===== src/rtl/pair_pkg.sv =====
// Shared types and encodings for the dual-issue pairing checker.
// Assumes one unified register namespace prepared by the decoder; bit 0 of a
// register number selects the half of a doubleword pair.
package pair_pkg;
    parameter int REG_W = 5;

    localparam logic [3:0] CL_FLOP  = 4'd0;
    localparam logic [3:0] CL_LDST  = 4'd1;
    localparam logic [3:0] CL_ALU   = 4'd2;
    localparam logic [3:0] CL_SHIFT = 4'd3;
    localparam logic [3:0] CL_NUL   = 4'd4;
    localparam logic [3:0] CL_IBR   = 4'd5;
    localparam logic [3:0] CL_BR    = 4'd6;
    localparam logic [3:0] CL_FSTAT = 4'd7;
    localparam logic [3:0] CL_SYS   = 4'd8;

    localparam logic [3:0] RSN_OK    = 4'd0;
    localparam logic [3:0] RSN_SYS   = 4'd1;
    localparam logic [3:0] RSN_DLY   = 4'd2;
    localparam logic [3:0] RSN_ODD   = 4'd3;
    localparam logic [3:0] RSN_CLASS = 4'd4;
    localparam logic [3:0] RSN_NUL   = 4'd5;
    localparam logic [3:0] RSN_RAW   = 4'd6;
    localparam logic [3:0] RSN_HALF  = 4'd7;
    localparam logic [3:0] RSN_FPTGT = 4'd8;
    localparam logic [3:0] RSN_CARRY = 4'd9;
    localparam logic [3:0] RSN_IDLE  = 4'd15;

    typedef struct packed {
        logic [3:0]       cls;
        logic [REG_W-1:0] dst;
        logic             dst_v;
        logic [REG_W-1:0] src0;
        logic             src0_v;
        logic [REG_W-1:0] src1;
        logic             src1_v;
        logic             is_fp;
        logic             is_dw;
        logic             is_store;
        logic             carry_wr;
        logic             carry_rd;
        logic             may_nul;
    } desc_t;

    localparam int DESC_W = $bits(desc_t);
endpackage


===== src/rtl/pair_class_table.sv =====
// Asymmetric first/second class compatibility table.
// Assumes class codes from pair_pkg; codes 9..15 are undefined and never pair.
module pair_class_table
    import pair_pkg::*;
(
    input  logic [3:0] cls_a_i,
    input  logic [3:0] cls_b_i,
    output logic       ok_o
);
    logic [15:0] mask;

    // Select the set of second classes permitted after the first class.
    always_comb begin
        mask = '0;
        case (cls_a_i)
            CL_FLOP: begin
                mask[CL_LDST]  = 1'b1;
                mask[CL_ALU]   = 1'b1;
                mask[CL_SHIFT] = 1'b1;
                mask[CL_NUL]   = 1'b1;
                mask[CL_IBR]   = 1'b1;
                mask[CL_BR]    = 1'b1;
            end
            CL_LDST: begin
                mask[CL_FLOP]  = 1'b1;
                mask[CL_ALU]   = 1'b1;
                mask[CL_SHIFT] = 1'b1;
                mask[CL_NUL]   = 1'b1;
                mask[CL_BR]    = 1'b1;
            end
            CL_ALU: begin
                mask[CL_FLOP]  = 1'b1;
                mask[CL_LDST]  = 1'b1;
                mask[CL_ALU]   = 1'b1;
                mask[CL_SHIFT] = 1'b1;
                mask[CL_NUL]   = 1'b1;
                mask[CL_BR]    = 1'b1;
                mask[CL_FSTAT] = 1'b1;
            end
            CL_SHIFT: begin
                mask[CL_FLOP]  = 1'b1;
                mask[CL_LDST]  = 1'b1;
                mask[CL_ALU]   = 1'b1;
                mask[CL_FSTAT] = 1'b1;
            end
            CL_NUL: begin
                mask[CL_FLOP]  = 1'b1;
            end
            default: mask = '0;
        endcase
    end

    assign ok_o = mask[cls_b_i];
endmodule


===== src/rtl/pair_hazard_check.sv =====
// Operand and flag hazards between the first (a) and second (b) instruction:
// read-after-write with the FP-store data exemption, doubleword halves,
// FP-load/FP-operation equal targets and carry conflicts.
// Assumes the store data register is carried in source 1.
module pair_hazard_check
    import pair_pkg::*;
(
    input  desc_t ins_a_i,
    input  desc_t ins_b_i,
    output logic  raw_o,
    output logic  half_o,
    output logic  fptgt_o,
    output logic  carry_o
);
    localparam logic [REG_W-1:0] HALF_BIT = {{(REG_W-1){1'b0}}, 1'b1};

    // Register overlap; a doubleword operand covers both halves.
    function automatic logic reg_hit(logic [REG_W-1:0] r, logic [REG_W-1:0] s, logic wide);
        if (wide) return r[REG_W-1:1] == s[REG_W-1:1];
        return r == s;
    endfunction

    // Any valid register of an FP operation sitting on the other half of r.
    function automatic logic other_half(desc_t f, logic [REG_W-1:0] r);
        logic [REG_W-1:0] o;
        o = r ^ HALF_BIT;
        return (f.dst_v && f.dst == o) || (f.src0_v && f.src0 == o) ||
               (f.src1_v && f.src1 == o);
    endfunction

    logic [1:0][REG_W-1:0] b_src;
    logic [1:0]            b_src_v;
    logic [1:0]            src_hit;
    logic                  wide;
    logic                  a_flop, b_flop, a_fpld, b_fpld, b_fpst, fwd_ok;

    assign b_src   = {ins_b_i.src1, ins_b_i.src0};
    assign b_src_v = {ins_b_i.src1_v, ins_b_i.src0_v};
    assign wide    = ins_a_i.is_dw | ins_b_i.is_dw;

    // One dependency comparator per source operand of the second instruction.
    for (genvar i = 0; i < 2; i++) begin : g_src
        assign src_hit[i] = ins_a_i.dst_v & b_src_v[i] & reg_hit(ins_a_i.dst, b_src[i], wide);
    end

    assign a_flop = ins_a_i.cls == CL_FLOP;
    assign b_flop = ins_b_i.cls == CL_FLOP;
    assign a_fpld = ins_a_i.cls == CL_LDST && ins_a_i.is_fp && !ins_a_i.is_store;
    assign b_fpld = ins_b_i.cls == CL_LDST && ins_b_i.is_fp && !ins_b_i.is_store;
    assign b_fpst = ins_b_i.cls == CL_LDST && ins_b_i.is_fp && ins_b_i.is_store;
    assign fwd_ok = a_flop & b_fpst;

    // Combine the per-rule hazards.
    always_comb begin
        raw_o   = src_hit[0] | (src_hit[1] & ~fwd_ok);
        half_o  = (a_fpld && !ins_a_i.is_dw && ins_a_i.dst_v && b_flop &&
                   other_half(ins_b_i, ins_a_i.dst)) ||
                  (b_fpld && !ins_b_i.is_dw && ins_b_i.dst_v && a_flop &&
                   other_half(ins_a_i, ins_b_i.dst));
        fptgt_o = ((a_flop && b_fpld) || (a_fpld && b_flop)) &&
                  ins_a_i.dst_v && ins_b_i.dst_v && ins_a_i.dst == ins_b_i.dst;
        carry_o = (ins_a_i.carry_wr & ins_b_i.carry_rd) |
                  (ins_b_i.carry_wr & ins_a_i.carry_rd);
    end
endmodule


===== src/rtl/dual_issue_pair_check.sv =====
// Top of the pairing checker: merges context, class and hazard rules into
// one verdict with a prioritised reason code, optionally registered.
// Assumes descriptors follow pair_pkg::desc_t; clk/rst_n serve only the
// output stage.
module dual_issue_pair_check
    import pair_pkg::*;
#(
    parameter bit REGISTERED = 1'b1
) (
    input  logic              clk,
    input  logic              rst_n,
    input  logic [DESC_W-1:0] insn_a_i,
    input  logic [DESC_W-1:0] insn_b_i,
    input  logic              dly_a_i,
    input  logic              dly_b_i,
    input  logic              odd_tgt_a_i,
    output logic              allowed_o,
    output logic [3:0]        reason_o
);
    desc_t      ins_a, ins_b;
    logic       class_ok, raw, half, fptgt, carry;
    logic       sys_hit, dly_hit, nul_hit;
    logic       allowed_c;
    logic [3:0] reason_c;

    assign ins_a = desc_t'(insn_a_i);
    assign ins_b = desc_t'(insn_b_i);

    pair_class_table u_table (
        .cls_a_i (ins_a.cls),
        .cls_b_i (ins_b.cls),
        .ok_o    (class_ok)
    );

    pair_hazard_check u_hazard (
        .ins_a_i (ins_a),
        .ins_b_i (ins_b),
        .raw_o   (raw),
        .half_o  (half),
        .fptgt_o (fptgt),
        .carry_o (carry)
    );

    assign sys_hit = (ins_a.cls == CL_SYS) | (ins_b.cls == CL_SYS);
    assign dly_hit = dly_a_i | dly_b_i;
    assign nul_hit = ins_a.may_nul & (ins_b.cls != CL_FLOP);

    // Pick the highest-priority failing rule.
    always_comb begin
        if (sys_hit)          reason_c = RSN_SYS;
        else if (dly_hit)     reason_c = RSN_DLY;
        else if (odd_tgt_a_i) reason_c = RSN_ODD;
        else if (!class_ok)   reason_c = RSN_CLASS;
        else if (nul_hit)     reason_c = RSN_NUL;
        else if (raw)         reason_c = RSN_RAW;
        else if (half)        reason_c = RSN_HALF;
        else if (fptgt)       reason_c = RSN_FPTGT;
        else if (carry)       reason_c = RSN_CARRY;
        else                  reason_c = RSN_OK;
    end

    // Verdict bit built straight from the rules, not from the code.
    assign allowed_c = ~(sys_hit | dly_hit | odd_tgt_a_i | ~class_ok | nul_hit |
                         raw | half | fptgt | carry);

    if (REGISTERED) begin : g_reg
        logic       allowed_q;
        logic [3:0] reason_q;

        // Output stage; reset shows "refused, idle".
        always_ff @(posedge clk) begin
            if (!rst_n) begin
                allowed_q <= 1'b0;
                reason_q  <= RSN_IDLE;
            end else begin
                allowed_q <= allowed_c;
                reason_q  <= reason_c;
            end
        end
        assign allowed_o = allowed_q;
        assign reason_o  = reason_q;
    end else begin : g_comb
        assign allowed_o = allowed_c;
        assign reason_o  = reason_c;
    end
endmodule


===== config.mk =====
export PLATFORM = sky130hd
export DESIGN_NAME = dual_issue_pair_check
export DESIGN_NICKNAME = d
export VERILOG_FILES = /design/src/rtl/pair_pkg.sv /design/src/rtl/pair_class_table.sv /design/src/rtl/pair_hazard_check.sv /design/src/rtl/dual_issue_pair_check.sv
export SDC_FILE = /design/constraint.sdc
export NUM_CORES = 1
export LEC_CHECK = 0
export ABC_AREA = 1
export CAP_MARGIN = 20
export CORE_AREA = 2 2 57 49
export CTS_BUF_LIST = sky130_fd_sc_hd__clkbuf_8
export DETAILED_ROUTE_END_ITERATION = 12
export DIE_AREA = 0 0 59 51
export DONT_BUFFER_PORTS = 1
export GPL_TIMING_DRIVEN = 0
export SETUP_SLACK_MARGIN = 0.02
export SYNTH_ARGS = -nofsm -noshare
export SYNTH_HDL_FRONTEND = slang
export SYNTH_HIERARCHICAL = 1
export SYNTH_SLANG_ARGS = --single-unit

===== constraint.sdc =====
create_clock -name clk -period 4.3 [get_ports clk]
set_input_delay 1.075 -clock clk [delete_from_list [all_inputs] [get_ports clk]]
set_output_delay 1.075 -clock clk [all_outputs]
set_load 0.03 [all_outputs]

==> flow_summary.yaml <==
sta:
  finalSetupViolCount: 0
  setup_tns_ps: 0
  rsz0062_at_grt: "false"
  final_max_slew_viol_count: 0
  relSlewSlack_pct: 80.64
  period_needed_ps: 2157
  worst_slew_pin_slew_ps: 290.1
  layout_setup_ws_ps: 2143
  hold_viol_final: 0
  fin_crit_sh_pct: 50.16
  fmax_mhz: 463.7
setup_path:
  crit_path_frequent_cell: "nand2_1"
  crit_chain: "or2_1, nor3_2, nand2_1, nor2_1, nand2_1, a21oi_1, inv_1, nand2_1, nand2_1, nand2_1, nand2_1, nand2_1, nand2_1, nand2_1, nand2_1"
  crit_type: "in2reg"
  arrival_ps: 2270
  critPathMaxFanout: 4
  cp.required_ps: 4410
  path_delay_family: "simple AND/OR/NAND/NOR gates"
  crit_buf_inv: 1
  cp-end-kind: "flop"
  worst_setup_path_start_kind: "primary input"
  cpPeakStageDelay_ps: 240
  cpMaxStageDelayCell: "or2_1"
layout:
  instances_no_fill: 245
  synthToLayoutAreaGrowth_pct: 7.628
  layout_common_cells: "nand2_1 (87), inv_1 (38), nor2_1 (30), nand3_1 (9)"
  drive_gt1_share_pct: 10.14
  final_common_cell: "nand2_1"
  antenna_cells: 0
  fill_cells: 312
  fin_nets: 279
synthesis:
  ys_types: 26
  synthSimpleGateAreaFrac_pct: 66.39
  synth_area_um2: 1050
  synth_top_area_share_pct: 31.11
  synth_xor_area_share_pct: 5.840
  yosysWarnings: 6
  yosys_register_bits: 5
  yosysSeqAreaShare_pct: 9.535
  muxShareOfSynthArea_pct: 0
  yosys.area.top_type: "nand2_1"
  synth_top_family_by_area: "simple AND/OR/NAND/NOR gates"
  synth_cells: 213
  synth_compound_area_share_pct: 3.576
  synth_area_leaders: "nand2_1 (31%), inv_1 (13%), nor2_1 (11%)"
  synth_nets: 274
  yosys.area_share.adder_pct: 0
  avgSynthCellArea_um2: 4.928
placement:
  dp_hpwl_mm: 2.059
  io_buffer_count: 0
  dpl_worst_slack_ps: 1902
  place.gp.congestion: 0.7298
  placed_cells: 241
floorplanning:
  ioPinCount: 66
  start_util_pct: 41.82
  chipHeight_um: 51
  fp-row-count: 17
  core_area_um2: 2510
  die_area_um2: 3009
  die_x_um: 59
global_routing:
  grt_pass1_wl_mm: 3.967
  grt.total_usage_pct: 16.54
  grt_max_degree: 7
  grt_antenna_before_repair: 0
  overflow: 0
  first_global_vias: 1009
cts:
  cts_root_buf: "clkbuf_8"
  clock_sinks: 5
  cts.clk_slew.worst_paths_ps: 30
  cts_tree: "built"
  ctsResizeCount: 0
  cts_buffers: 3
  htreeDepth: 1
  clockBufferDepth: 2
  cts_setup_buffers: 0
  ctsHoldBuffers: 0
worst_hold_path:
  hp-class: "in2reg"
power_and_ir_drop:
  ir_drop_mv: 0.06468
  p_per_area_nw_per_um2: 173.8
  leakage_uw: 0.0006555
job:
  timing.max_cap.violations: 0
detailed_routing:
  drt_first_pass_iters: 4
  vias: 1121
  wire_per_inst_um: 9.278
  wl_mm: 2.273
  avgViaCountPerCell: 4.576
  drt_iter0_markers: 32
  antenna_left: 0
  drc_errors: 0
status:
  status: "complete, no violations"
layout make-up:
type | instances | area (µm²) | area share, %
Clock buffer | 3 | 41.29 | 3.654
Clock inverter | 1 | 3.754 | 0.3322
Inverter | 41 | 153.9 | 13.62
Multi-Input combinational cell | 167 | 795.8 | 70.43
Sequential cell | 5 | 100.1 | 8.859
Tap cell | 28 | 35.03 | 3.101
cells in the mapped netlist:
cell and n:
nor3_1 2, nand4_1 5, xor2_1 5, nand2_1 87, dfxtp_1 5, nor3b_1 1
a21oi_1 3, nand3_1 9, xnor2_1 2, or2_2 1, inv_2 4, and3_1 1
inv_1 37, nor2_2 3, nand3_2 4, o21ai_1 1, nand2_2 2, or2_4 1
or2_1 1, nor3_4 1, and2_1 1, a21oi_2 1, nor3_2 2, nor2_1 30
a22o_1 1, nand3b_1 3
power breakdown:
group	internal (µW)	leakage [µW]	total [µW]	switching, µW
Clock	60.9	0.0000269	81.2	20.2
Combinational	27.0	0.000587	60.4	33.4
Sequential	49.2	0.0000416	54.8	5.60
Total	137	0.000656	196	59.3
stage by stage:
step / hold WS (ps) / total power, µW / utilization (%) / cell area [µm²]
6_report: 928.0 / 196.4 / 45.02 / 1130
5_1_grt: 935.1 / 213.5 / 45.02 / 1130
4_1_cts: 923.4 / 199.5 / 45.02 / 1130
3_5_place_dp: 1147 / 116.5 / 43.22 / 1085
3_3_place_gp: 1148 / 115.7 / 43.22 / 1085
2_1_floorplan: 1144 / 108.8 / - / 1050
state kept, by name, indices dropped and copies added, names as in the netlist:
| signal | cells |
|---|---|
| reason_o | 4 |
| allowed_o | 1 |
routing by layer:
metal,wire length [µm],track usage (%),vias up
met3,208,4.051,0
li1,-,-,646
met4,0,4.545,0
met1,1126,22.47,442
met2,938,25.74,33
met5,0,0,-
path summary, 6_finish.rpt:
path / slack (ps) / end / start / cells after the start
worst max-delay path: 2140 / reason_o[0] / insn_b_i[27] / 15
worst min-delay path: 930 / reason_o[3] / rst_n / 1
cell families (layout without fill, tap and decap cells):
logic type,Yosys count,count (layout)
AO/OA/AOI/OAI,6,6
AND/OR/NAND/NOR,154,154
XOR/XNOR,7,7
flip-flops,5,5
buffers and inverters,41,45
Power figures use the tool's default switching activity.
